$ cat src/rtl/dp_pkg.sv
package dp_pkg;
   typedef enum logic {
      ST_IDLE = 1'b0,
      ST_RUN  = 1'b1
   } dp_state_e;
endpackage

$ cat src/rtl/dp_mul_pipe.sv
module dp_mul_pipe #(
   parameter int W      = 16,
   parameter int STAGES = 4
) (
   input  logic           clk,
   input  logic           rst_n,
   input  logic           in_vld_i,
   input  logic [W-1:0]   a_i,
   input  logic [W-1:0]   b_i,
   output logic           out_vld_o,
   output logic [2*W-1:0] out_prod_o
);
   localparam int PW = 2 * W;

   logic [STAGES-1:0]         vld_q;
   logic [STAGES-1:0][PW-1:0] prod_q;

   for (genvar s = 0; s < STAGES; s++) begin : g_seg
      if (s == 0) begin : g_first
         always_ff @(posedge clk or negedge rst_n) begin
            if (!rst_n) begin
               vld_q[0]  <= 1'b0;
               prod_q[0] <= '0;
            end else begin
               vld_q[0]  <= in_vld_i;
               prod_q[0] <= in_vld_i ? a_i * b_i : '0;
            end
         end
      end else begin : g_next
         always_ff @(posedge clk or negedge rst_n) begin
            if (!rst_n) begin
               vld_q[s]  <= 1'b0;
               prod_q[s] <= '0;
            end else begin
               vld_q[s]  <= vld_q[s-1];
               prod_q[s] <= prod_q[s-1];
            end
         end
      end
   end

   assign out_vld_o  = vld_q[STAGES-1];
   assign out_prod_o = prod_q[STAGES-1];
endmodule

$ cat src/rtl/dp_acc_ring.sv
module dp_acc_ring #(
   parameter int PW    = 32,
   parameter int AW    = 39,
   parameter int LANES = 4
) (
   input  logic                      clk,
   input  logic                      rst_n,
   input  logic                      clear_i,
   input  logic                      add_vld_i,
   input  logic [PW-1:0]             add_val_i,
   output logic [LANES-1:0][AW-1:0]  lanes_o
);
   logic [LANES-1:0][AW-1:0] ring_q;
   logic [AW-1:0]            addend;

   assign addend = add_vld_i ? {{(AW-PW){1'b0}}, add_val_i} : '0;

   for (genvar l = 0; l < LANES; l++) begin : g_lane
      if (l == 0) begin : g_head
         always_ff @(posedge clk or negedge rst_n) begin
            if (!rst_n)       ring_q[0] <= '0;
            else if (clear_i) ring_q[0] <= '0;
            else              ring_q[0] <= ring_q[LANES-1] + addend;
         end
      end else begin : g_tail
         always_ff @(posedge clk or negedge rst_n) begin
            if (!rst_n)       ring_q[l] <= '0;
            else if (clear_i) ring_q[l] <= '0;
            else              ring_q[l] <= ring_q[l-1];
         end
      end
   end

   assign lanes_o = ring_q;


   ring_clear_chk: assert property (@(posedge clk) disable iff (!rst_n)
      clear_i |=> (lanes_o == '0));
endmodule

$ cat src/rtl/dp_reduce.sv
module dp_reduce #(
   parameter int AW    = 39,
   parameter int LANES = 4
) (
   input  logic [LANES-1:0][AW-1:0] lanes_i,
   output logic [AW-1:0]            sum_o
);
   if (LANES == 1) begin : g_pass
      assign sum_o = lanes_i[0];
   end else begin : g_sum
      always_comb begin
         sum_o = '0;
         for (int i = 0; i < LANES; i++) sum_o = sum_o + lanes_i[i];
      end
   end
endmodule

$ cat src/rtl/dotprod_pipe.sv
module dotprod_pipe #(
   parameter int W          = 16,
   parameter int MAX_LEN    = 64,
   parameter int MUL_STAGES = 4,
   parameter int ADD_STAGES = 4,
   localparam int LW = $clog2(MAX_LEN + 1),
   localparam int AW = 2 * W + LW
) (
   input  logic          clk,
   input  logic          rst_n,
   input  logic          start_i,
   input  logic [LW-1:0] len_i,
   input  logic          elem_valid_i,
   input  logic [W-1:0]  a_i,
   input  logic [W-1:0]  b_i,
   output logic          busy_o,
   output logic          done_o,
   output logic [AW-1:0] result_o
);
   import dp_pkg::*;

   localparam int PW = 2 * W;

   if (W < 1 || MAX_LEN < 1 || MUL_STAGES < 1 || ADD_STAGES < 1) begin : g_bad_cfg
      $error("dotprod_pipe: widths, length and stage counts must be positive");
   end

   dp_state_e                     state_q;
   logic [LW-1:0]                 len_q, acc_cnt, prod_cnt;
   logic                          done_q;
   logic [AW-1:0]                 result_q;
   logic                          take, clear, mul_vld;
   logic [PW-1:0]                 mul_prod;
   logic [ADD_STAGES-1:0][AW-1:0] lanes;
   logic [AW-1:0]                 red_sum;

   assign take  = (state_q == ST_RUN) && elem_valid_i && (acc_cnt < len_q);
   assign clear = (state_q == ST_IDLE) && start_i;

   dp_mul_pipe #(.W(W), .STAGES(MUL_STAGES)) u_mul (
      .clk(clk), .rst_n(rst_n), .in_vld_i(take), .a_i(a_i), .b_i(b_i),
      .out_vld_o(mul_vld), .out_prod_o(mul_prod));

   dp_acc_ring #(.PW(PW), .AW(AW), .LANES(ADD_STAGES)) u_ring (
      .clk(clk), .rst_n(rst_n), .clear_i(clear), .add_vld_i(mul_vld),
      .add_val_i(mul_prod), .lanes_o(lanes));

   dp_reduce #(.AW(AW), .LANES(ADD_STAGES)) u_red (
      .lanes_i(lanes), .sum_o(red_sum));

   always_ff @(posedge clk or negedge rst_n) begin
      if (!rst_n) begin
         state_q  <= ST_IDLE;
         len_q    <= '0;
         acc_cnt  <= '0;
         prod_cnt <= '0;
         done_q   <= 1'b0;
         result_q <= '0;
      end else begin
         done_q <= 1'b0;
         case (state_q)
            ST_IDLE: begin
               if (start_i) begin
                  state_q  <= ST_RUN;
                  len_q    <= len_i;
                  acc_cnt  <= '0;
                  prod_cnt <= '0;
               end
            end
            default: begin
               if (take)    acc_cnt  <= acc_cnt + LW'(1);
               if (mul_vld) prod_cnt <= prod_cnt + LW'(1);
               if (prod_cnt == len_q) begin
                  result_q <= red_sum;
                  done_q   <= 1'b1;
                  state_q  <= ST_IDLE;
               end
            end
         endcase
      end
   end

   assign busy_o   = (state_q == ST_RUN);
   assign done_o   = done_q;
   assign result_o = result_q;


   len_range_chk: assert property (@(posedge clk) disable iff (!rst_n)
      (start_i && !busy_o) |-> (len_i <= LW'(MAX_LEN)));

   len_hold_chk: assert property (@(posedge clk) disable iff (!rst_n)
      (busy_o && $past(busy_o)) |-> $stable(len_q));

   take_bound_chk: assert property (@(posedge clk) disable iff (!rst_n)
      busy_o |-> (acc_cnt <= len_q));

   prod_order_chk: assert property (@(posedge clk) disable iff (!rst_n)
      busy_o |-> (prod_cnt <= acc_cnt));

   done_pulse_chk: assert property (@(posedge clk) disable iff (!rst_n)
      done_o |=> !done_o);

   busy_fall_chk: assert property (@(posedge clk) disable iff (!rst_n)
      $fell(busy_o) |-> done_o);
endmodule

$ cat config.mk
export PLATFORM = sky130hd
export DESIGN_NAME = dotprod_pipe
export DESIGN_NICKNAME = d
export VERILOG_FILES = /design/src/rtl/dp_pkg.sv /design/src/rtl/dp_mul_pipe.sv /design/src/rtl/dp_acc_ring.sv /design/src/rtl/dp_reduce.sv /design/src/rtl/dotprod_pipe.sv
export SDC_FILE = /design/constraint.sdc
export NUM_CORES = 1
export LEC_CHECK = 0
export BUFFER_PORTS_ARGS = -buffer_cell sky130_fd_sc_hd__buf_4
export CORE_MARGIN = 2
export CORE_UTILIZATION = 50
export DETAILED_ROUTE_END_ITERATION = 12
export GPL_ROUTABILITY_DRIVEN = 0
export PLACE_DENSITY = 0.66
export SLEW_MARGIN = 20
export SYNTH_ARGS = -nofsm -noshare
export SYNTH_HDL_FRONTEND = slang
export SYNTH_SLANG_ARGS = --single-unit
$ cat constraint.sdc
create_clock -name clk -period 4.7 [get_ports clk]
set_input_delay 0.94 -clock clk [delete_from_list [all_inputs] [get_ports clk]]
set_output_delay 0.94 -clock clk [all_outputs]
set_load 0.05 [all_outputs]
# == Yosys cells after proc, flatten, opt, wreduce, memory -nomap -nowiden ==
# Cells that the tools add are included.
# classes
add_sub_neg,6
n_mul,1
n_lt_le_gt_ge,1
eq_ne,3
n_mux,16
bitwise_logic,1
n_reduce_logical,8
# op_table
cell,count
39-bit adder,4
39-bit 2-to-1 mux,4
32-bit 2-to-1 mux,2
7-bit 2-to-1 mux,5
16-bit by 16-bit multiplier with 32-bit output,1
"7-bit by 1-bit adder with 7-bit output, second input constant",2
2-bit AND reduction,4
7-bit equality test,1
7-bit < comparator,1
1-bit 2-to-1 mux,5
"2-bit by 1-bit != test with 1-bit output, second input constant",2
1-bit logical AND,3
2-bit nonzero test,1
1-bit inverter,1
# totals
regBits,350
input_bits,43
out_inout_bits,41
word_cells,54

# == Depth between registers and ports, before layout ==
# Gate-level depths: netlist (run 1).
# depth
word_depth,4
ltp_mapped,24
depth_no_buf,23

# == By module ==
# Synthesis (run 1) repeated with hierarchy kept, for this count alone.
# hier_totals
cells_unflattened,2683
area_unflattened_um2,26646.8
# by_module_without_submodules
module,n_inst,cells_per_inst,area_per_inst_um2,seq_area_each_um2
dp_mul_pipe,1,1201,12226.7,3303.2
dp_acc_ring,1,659,7144.4,3903.7
dp_reduce,1,604,4544.4,0.0
dotprod_pipe,1,219,2731.4,1551.5

# == Worst setup path before layout (run 1) ==
# OpenSTA, ideal clock, no wires.
# synth_path
path_type,input -> register
start,input port b_i[1]
end,register u_mul.prod_q[31] in the netlist's numbering
setup_time_ns,0.128
t_arrival_ns,6.257
t_required_ns,4.572
slack_ns,-1.684
cell_stages,21
path_buffers,1
path_cell_list,clkbuf_1 -> nand2_1 -> fa_1 -> fa_1 -> fa_1 -> fa_1 -> inv_1 -> fa_1 -> inv_1 -> fa_1 -> inv_1 -> ha_1 -> nand2_1 -> o21ai_1 -> nor3_1 -> a211o_2 -> o211ai_2 -> a21o_2 -> a31oi_4 -> o2bb2ai_2 -> mux2_1
# synth_between
elab_chain_len,2
# synth_rtl
element,line_no,rtl
start: declaration,dotprod_pipe.sv:15,"input logic [W-1:0] b_i,"
16-bit by 16-bit multiplier with 32-bit output,dp_mul_pipe.sv:26,prod_q[0] <= in_vld_i ? a_i * b_i : '0;
32-bit 2-to-1 mux,dp_mul_pipe.sv:26,
end: declaration,dp_mul_pipe.sv:16,logic [STAGES-1:0][PW-1:0] prod_q;
# No other way between the ends.
# A chain may end at the register's enable or synchronous reset.

# == Final worst setup path (run 1) ==
# layout_path
start,input port a_i[7]
end,register u_mul.prod_q[31] in the netlist's numbering
# layout_between
elab_chain_len,2
# layout_rtl
element,line_no,rtl
start: declaration,dotprod_pipe.sv:14,"input logic [W-1:0] a_i,"
16-bit by 16-bit multiplier with 32-bit output,dp_mul_pipe.sv:26,
32-bit 2-to-1 mux,dp_mul_pipe.sv:26,
# No other way between the ends.

==> results of run 1 <==
-- path summary, 6_finish.rpt --
| path | end | slack (ps) | cells after the start |
|---|---|---|---|
| setup / recovery | u_mul.prod_q[31]$_DFF_PN0_ | -1110 | 21 |
| hold / removal | u_mul.prod_q[47]$_DFF_PN0_ | 330 | 0 |
| max in group asynchronous | u_mul.prod_q[62]$_DFF_PN0_ | 3270 | 2 |
| setup reg to reg | result_o[31]$_DFFE_PN0P_ | 590 | 14 |
| min in group asynchronous | result_o[7]$_DFFE_PN0P_ | 430 | 1 |
| hold reg to reg | u_mul.prod_q[47]$_DFF_PN0_ | 330 | 0 |
-- cells by family (layout without fill, tap and decap cells) --
kind of cell               after synthesis  count (layout)
AOI/OAI and AO/OA                      355             355
DFF                                    350             350
muxes                                    7               7
and+or+nand+nor                        761             761
xor gates and xnor gates               106             106
adders and majority gates              453             453
buffers and inverters                  349             588
-- per-layer routing --
layer,routed length [microns],vias up,GRT usage [%],part of all wire [%]
met3,2080,98,2.28,4.1
li1,-,8092,-,-
met2,24800,364,36.1,49
met1,22700,8258,27.4,45
met5,0,-,0,0
met4,1160,0,5.76,2.3
-- per-stage QoR --
| step | std cells | worst slack, ps | util, % |
|---|---|---|---|
| finish | 3284 | -1110 | 59.5 |
| global route | 3284 | -1250 | 59.5 |
| CTS | 3275 | -1080 | 59.1 |
| detailed placement | 3205 | -1770 | 56.1 |
| global placement | 3205 | -1670 | 56.1 |
| floorplan | 2381 | -1420 | - |
-- area by class of cell --
type	instances	share of cell area [%]
inverters	261	3.35
flip-flops and latches	350	29.9
well taps	664	2.84
clock inverters	12	0.393
repair buffers	267	7.48
clock buffers	48	3.37
multi-input cells	1682	52.6
-- cell usage after synthesis, drive strengths merged (3+ instances only) --
| master | number | area (sq um) |
|---|---|---|
| dfrtp | 350 | 8760 |
| and2 | 280 | 1750 |
| fa | 271 | 5430 |
| inv | 260 | 976 |
| nand2 | 252 | 946 |
| ha | 182 | 2280 |
| nor2 | 102 | 383 |
| o21ai | 92 | 464 |
| a21oi | 89 | 445 |
| clkbuf | 83 | 312 |
| a21o | 66 | 497 |
| xor2 | 56 | 490 |
| xnor2 | 50 | 438 |
| nand3 | 36 | 180 |
| nor3 | 20 | 105 |
| a211oi | 19 | 163 |
| nand4 | 18 | 113 |
| o21a | 16 | 120 |
| o21bai | 13 | 97.6 |
| and3 | 11 | 68.8 |
| nor2b | 11 | 76.3 |
| a31oi | 10 | 77.6 |
| nand2b | 8 | 50.1 |
| o31ai | 8 | 83.8 |
| a21boi | 7 | 52.6 |
| a41oi | 7 | 68.8 |
| o211ai | 7 | 57.6 |
| nor3b | 6 | 45.0 |
| a211o | 5 | 45.0 |
| buf | 5 | 21.3 |
| mux2i | 4 | 40.0 |
| and4 | 3 | 26.3 |
| mux2 | 3 | 33.8 |
| nor4 | 3 | 18.8 |
| o31a | 3 | 27.5 |
| or2 | 3 | 18.8 |
| or3 | 3 | 18.8 |
-- critical path: stages --
cell,delay [ps]
sky130_fd_sc_hd__buf_8,100
sky130_fd_sc_hd__and2_4,150
sky130_fd_sc_hd__fa_1,540
sky130_fd_sc_hd__inv_2,40
sky130_fd_sc_hd__fa_1,520
sky130_fd_sc_hd__fa_2,460
sky130_fd_sc_hd__fa_1,530
sky130_fd_sc_hd__inv_2,40
sky130_fd_sc_hd__fa_1,460
sky130_fd_sc_hd__inv_1,50
sky130_fd_sc_hd__fa_1,490
sky130_fd_sc_hd__inv_2,50
sky130_fd_sc_hd__ha_4,260
sky130_fd_sc_hd__and3_4,180
sky130_fd_sc_hd__o311ai_4,110
sky130_fd_sc_hd__a211o_2,360
sky130_fd_sc_hd__o211ai_2,180
sky130_fd_sc_hd__a21o_2,200
sky130_fd_sc_hd__a31oi_4,100
sky130_fd_sc_hd__o2bb2ai_2,130
sky130_fd_sc_hd__mux2_4,290
-- state kept, by name, indices dropped and copies added (netlist names) --
name,flops
busy_o,1
result_o,39
u_mul.out_prod_o,32
acc_cnt,7
len_q,7
prod_cnt,7
u_mul.out_vld_o,1
u_mul.prod_q,96
done_o,1
u_ring.lanes_o,156
u_mul.vld_q,3
-- timing repair --
action / CTS / global route
buffers inserted: 11 / 12
gates resized for setup: 70 / 46
pin swaps: 54 / 38
gates cloned: 0 / 0
endpoints found under the setup margin: 22 / 23
-- cells in the final DEF (no fill, tap or decap), types with 31 or more instances in the layout --
cell,netlist,routed
sky130_fd_sc_hd__a21oi_1,89,83
sky130_fd_sc_hd__dfrtp_1,350,350
sky130_fd_sc_hd__nand3_1,36,34
sky130_fd_sc_hd__a21o_1,65,65
sky130_fd_sc_hd__inv_1,259,236
sky130_fd_sc_hd__xor2_1,56,56
sky130_fd_sc_hd__buf_6,0,31
sky130_fd_sc_hd__clkbuf_16,0,36
sky130_fd_sc_hd__and2_1,280,260
sky130_fd_sc_hd__buf_4,0,229
sky130_fd_sc_hd__nor2_1,102,99
sky130_fd_sc_hd__xnor2_1,50,47
sky130_fd_sc_hd__ha_1,182,165
sky130_fd_sc_hd__o21ai_0,60,57
sky130_fd_sc_hd__fa_1,271,265
sky130_fd_sc_hd__nand2_1,252,239
==> results summary, run 1 <==
The maximum fanout count along the critical path came out at 4. The remaining antenna violation count after routing came out at 0. The post-synthesis instance total came out at 2,381.

The fraction of synthesis flops using an asynchronous set or reset pin came out at 100%. The tree is rooted in a sky130_fd_sc_hd__clkbuf_16. The number of antenna violations at the first check in global routing is 0. After floorplanning, the core was sized to cover 49,200 sq um. The area taken by multi-input logic gates came out at 15,400 sq um. Dividing the detail-routed via count by the number of cells gives 5.12. Input and output buffers added on the ports amount to 83. The beginning of the critical path is a_i[7]. The final reports fail on negative setup slack.

Cells with a size suffix above 1 make up 17.6% of the layout. The clock period minus final worst setup slack came out at 5810 ps. STA classifies the critical path endpoint as a flip-flop. The worst clock skew is 20.1 ps. The per-cell routed wire length came out at 15.5 microns. The die covers 51,700 sq um. The number of distinct standard cells referenced by the synthesized netlist came out at 73.

The die extent in x is 227 microns. Clock-pin slew was measured on the worst setup and hold paths at 60 ps. The count of pins over their slew limit is 0.

The synthesized net count is 2,877. For this configuration, the core starts out at a cell density of 50.8%. Global routing finished with a remaining overflow of 0. At the pin with the least slew margin, the transition time is 981 ps. The number of H-tree levels is 2.

In the final timing run, aggregate negative setup slack is -17,620 ps. The portion of netlist area occupied by mux cells is 0.296%. The layout overhead on the synthesized area is 17.3%. The post-synthesis share of cell area spent on full adders, half adders and majority gates is 30.9%. The number of core rows is 81. Summing all non-filler instances in the final layout gives an area of 29,300 sq um.

Counting flops with a built-in enable in the synthesized netlist gives 0. The number of search-and-repair iterations in the first detailed-routing pass came out at 6. Counting flops and latches in the post-synthesis netlist gives 350. The all-layer global routing usage came out at 20.7%. Setup repair after global routing could not meet its margin everywhere. The routed wire length is 50,800 microns. The number of vias after detailed routing came out at 16.8k. The flow ran to the end, but the final reports show violations. Of the total synthesized cell area, the portion taken by AND, OR, NAND and NOR gates is 15.4%. The layout filler cell count came out at 4,093.

The hold-fix buffer count after cts is 0. The count of endpoints failing hold in the final timing report is 0. The iteration-0 DRC count of the detailed router came out at 914. The final-stage net count came out at 3,093. In the synthesized netlist the dominant register cell turns out to be sky130_fd_sc_hd__dfrtp_1. The count of final setup violators is 22. After Yosys synthesis, XOR and XNOR cells account for 3.72% of the synthesized area. The via count of the first global-routing pass came out at 17.8k. The top achievable clock speed came out at 0.172 GHz.

The type of the setup path with the least slack is in2reg. The synthesized-area fraction occupied by ao, oa, aoi and oai cells is 9.38%. The top-level I/O count is 84. The worst setup path is launched from an input pin. The worst hold slack is 334 ps. In this run the worst hold path is classified as reg2reg.

The average size of a mapped cell is 10.5 sq um. Measured along the y axis, the die boundary spans 227 microns. Detailed placement ended at an HPWL of 40,200 microns. The final critical path takes up 124% of the cycle.

The TritonCTS clock tree is built. The maximum number of pins on one net before global-route repair came out at 108. In this run, CTS created clock tree buffers numbering 35.

The first global-routing pass estimated 86,500 microns of wire. The reported max-cap violation count came out at 0. In the post-route analysis, the smallest setup slack over all paths is -1110 ps. The number of warnings issued by yosys is 0.

The endpoint required time on the critical path came out at 5100 ps. The combined flip-flop and latch cell area came out at 8760 sq um. The source-to-sink clock delay at the later pin of the worst-skew pair came out at 520 ps. The number of antenna diodes is 0.

The area after detailed placement came out at 27,600 sq um. The arrival time reported for the critical path endpoint came out at 6200 ps. The worst hold path startpoint is u_mul.prod_q[15]$_DFF_PN0_. By area, the combinational part of the netlist is dominated by adder cells.

The maximum buffer depth of the clock tree is 3. The startpoint identified for the worst register-to-register timing path is u_ring.lanes_o[1]$_DFF_PN0_. The mapped cell area is 25,000 sq um. After detailed routing, the number of remaining DRC violations is 0. The sequential-to-total area share from yosys stat came out at 35.1%.

The relative max-transition margin came out at 34.5%. The total clock sinks is 350.
Power of run 1 is not shown: default switching activity piles up to over one toggle a cycle in this logic, so the estimate is an artifact.
==> run 2, diff against run 1 <==
--- a/config.mk
+++ b/config.mk
@@ -8,9 +8,11 @@
 export BUFFER_PORTS_ARGS = -buffer_cell sky130_fd_sc_hd__buf_4
 export CORE_MARGIN = 2
 export CORE_UTILIZATION = 50
+export CTS_CLUSTER_SIZE = 40
 export DETAILED_ROUTE_END_ITERATION = 12
 export GPL_ROUTABILITY_DRIVEN = 0
 export PLACE_DENSITY = 0.66
+export SETUP_SLACK_MARGIN = 0.15
 export SLEW_MARGIN = 20
 export SYNTH_ARGS = -nofsm -noshare
 export SYNTH_HDL_FRONTEND = slang
==> run 2 against run 1 <==
Against the previous run: the run still ends with negative setup slack left; fmax up 0.45%; design area up 0.43%; clock skew down 12 ps; core utilization up 0.26 points; final cell count about the same; via count up 0.20%; critical path depth up 1.
==> results summary, run 2 (synthesized netlist as in run 1, its figures left out) <==
Leaving out fill and tap cells, the most frequent cells in the layout are sky130_fd_sc_hd__dfrtp_1, sky130_fd_sc_hd__and2_1, sky130_fd_sc_hd__fa_1. The source-to-sink clock delay at the later pin of the worst-skew pair came out at 520 ps. The detailed-placement wirelength estimate came out at 40,400 microns. The register with the most flip-flops in the layout has 156 of them. The number of vias after detailed routing came out at 16.8k.

For the worst setup path, the data arrival time is 6190 ps. The hold-fix buffer count after cts came out at 0. For the worst flop-to-flop path, the logic depth is 14. The final core area utilization is 59.8%.

The count of endpoints failing hold in the final timing report is 0. The number of H-tree levels came out at 2. The maximum number of pins on one net before global-route repair came out at 107.

The clock period minus final worst setup slack came out at 5780 ps. The final-stage net count is 3,094. The per-cell routed wire length is 15.5 microns. The type of the tightest min-delay check is reg2reg.

The number of antenna violations at the first check in global routing came to 1. The type of the setup path with the least slack is in2reg. For this design, the slowest cell found on the critical path is sky130_fd_sc_hd__fa_2.

The iteration-0 DRC count of the detailed router came out at 890. The maximum cell stage delay along the critical path is 540 ps. The reported max-cap violation count came out at 0. The endpoint required time on the critical path is 5110 ps. The number of buffers created by CTS is 35. The floorplan step set the die height to 227 microns. The number of stages on the worst hold path came out at 0. The final reports fail on negative setup slack. In the final timing run, aggregate negative setup slack is -18,810 ps.

The startpoint identified for the worst register-to-register timing path is u_ring.lanes_o[1]$_DFF_PN0_. The count of final setup violators came out at 23. Measured against its own limit, the worst slew margin works out to 34.9%. After clock tree synthesis, the clock-pin slew on the worst setup and hold paths is 60 ps. The layout overhead on the synthesized area came out at 17.8%. The layout filler cell count is 4,014.

The post-detailed-route DRC marker count is 0. For this run, the top clock speed supported by timing is 0.173 GHz. For this configuration, the core starts out at a cell density of 50.8%.

Walking the worst path, the cells encountered are buf_8 -> buf_6 -> and2_4 -> fa_2 -> inv_2 -> fa_2 -> fa_2 -> fa_1 -> inv_2 -> fa_1 -> inv_1 -> fa_1 -> inv_2 -> ha_4 -> and3_4 -> o311ai_4 -> a211o_2 -> o211ai_2 -> a21o_2 -> a31oi_4 -> o2bb2ai_2 -> mux2_4. The die footprint came out at 51,700 sq um. The most frequent standard cell in the layout excluding fill and tap cells is sky130_fd_sc_hd__dfrtp_1.

The worst reg-to-reg setup slack is 600 ps. The first global-routing pass estimated 87,400 microns of wire. The routed via count divided by cell count is 5.13. The number of core rows came out at 81. The total clock sinks is 350.

The worst-case setup margin in the final layout is -1080 ps. The flow ran to the end, but the final reports show violations. The count of pins over their slew limit is 0. The share of layout cells above drive strength 1 came out at 17.3%. The all-layer global routing usage came out at 20.8%. The worst setup path is launched from an input pin. The worst setup path is captured at a flip-flop. The leftover overflow at the end of global routing came out at 0. TritonCTS built the clock tree. The worst register-to-register path ends at result_o[31]$_DFFE_PN0P_. The remaining antenna violation count after routing is 0. The slew at the pin with the worst max-slew slack came out at 974 ps.

The clock root buffer master is sky130_fd_sc_hd__clkbuf_16. The number of antenna diodes in the final layout is 0. The core region area came out at 49,200 sq um. Dividing the final minimum period by the clock period gives 123%. The worst clock skew came out at 8.33 ps. The maximum fanout count along the critical path is 3. The die is 227 microns wide.

The hold path endpoint is u_mul.out_prod_o[9]$_DFF_PN0_. The number of search-and-repair iterations in the first detailed-routing pass came out at 5. 84 I/O pins were placed. The via count of the first global-routing pass came to 18.2k.

The count of port buffers added during placement came out at 83. In this run the most critical hold path is launched from u_mul.prod_q[73]$_DFF_PN0_. The final layout contains routed wiring with a total length of 51,000 microns. Setup repair after global routing could not meet its margin everywhere. The maximum buffer depth of the clock tree is 3.
[run 2: how the worst max path moves through the flow]
stage / startpoint / to
after global placement: b_i[6] / u_mul.prod_q[31]$_DFF_PN0_
after CTS: a_i[5] / u_mul.prod_q[29]$_DFF_PN0_
after floorplan: b_i[6] / u_mul.prod_q[31]$_DFF_PN0_
final: a_i[5] / u_mul.prod_q[31]$_DFF_PN0_
after detailed placement: b_i[6] / u_mul.prod_q[31]$_DFF_PN0_
after global routing: b_i[5] / u_mul.prod_q[31]$_DFF_PN0_
[run 2: per-layer routing]
layer	routed length (microns)	global-route usage, %	share of wire (%)
met5	16	0	0.031
met4	1250	6.18	2.4
met3	1590	1.97	3.1
met2	24900	36.0	49
met1	23200	28.0	46
[run 2: metrics by stage]
| step | hold slack, ps | instances | cell area, sq um | setup WS (ps) |
|---|---|---|---|---|
| 2_1_floorplan | 331 | 2381 | 25400 | -1420 |
| 3_3_place_gp | 331 | 3214 | 27700 | -1670 |
| 3_5_place_dp | 335 | 3214 | 27700 | -1770 |
| 4_1_cts | 341 | 3284 | 29200 | -1050 |
| 5_1_grt | 348 | 3286 | 29400 | -1230 |
| 6_report | 342 | 3286 | 29400 | -1080 |
[run 2: final cells by class]
class | count | area [sq um] | area share (%)
clock buffer | 45 | 996 | 3.39
tap | 664 | 831 | 2.83
inverter | 261 | 980 | 3.33
clock inverter | 16 | 241 | 0.822
sequential | 350 | 8760 | 29.8
multi-input combinational | 1682 | 15400 | 52.2
timing repair buffer | 268 | 2230 | 7.58
[run 2: repair_timing]
action	4_1_cts	5_1_grt
buffers inserted	9	2
pin swaps	53	28
endpoints found under the hold margin	0	0
setup endpoints to repair	23	24
resized for setup	65	42
[run 2: critical path, delay by kind of cell]
family | cells | cell delay [ps]
buf+inv | 6 | 410
mux | 1 | 290
simple gates | 2 | 330
fa+ha+maj | 7 | 3150
compound gates | 6 | 1080
Power of run 2 is left out for the same reason.
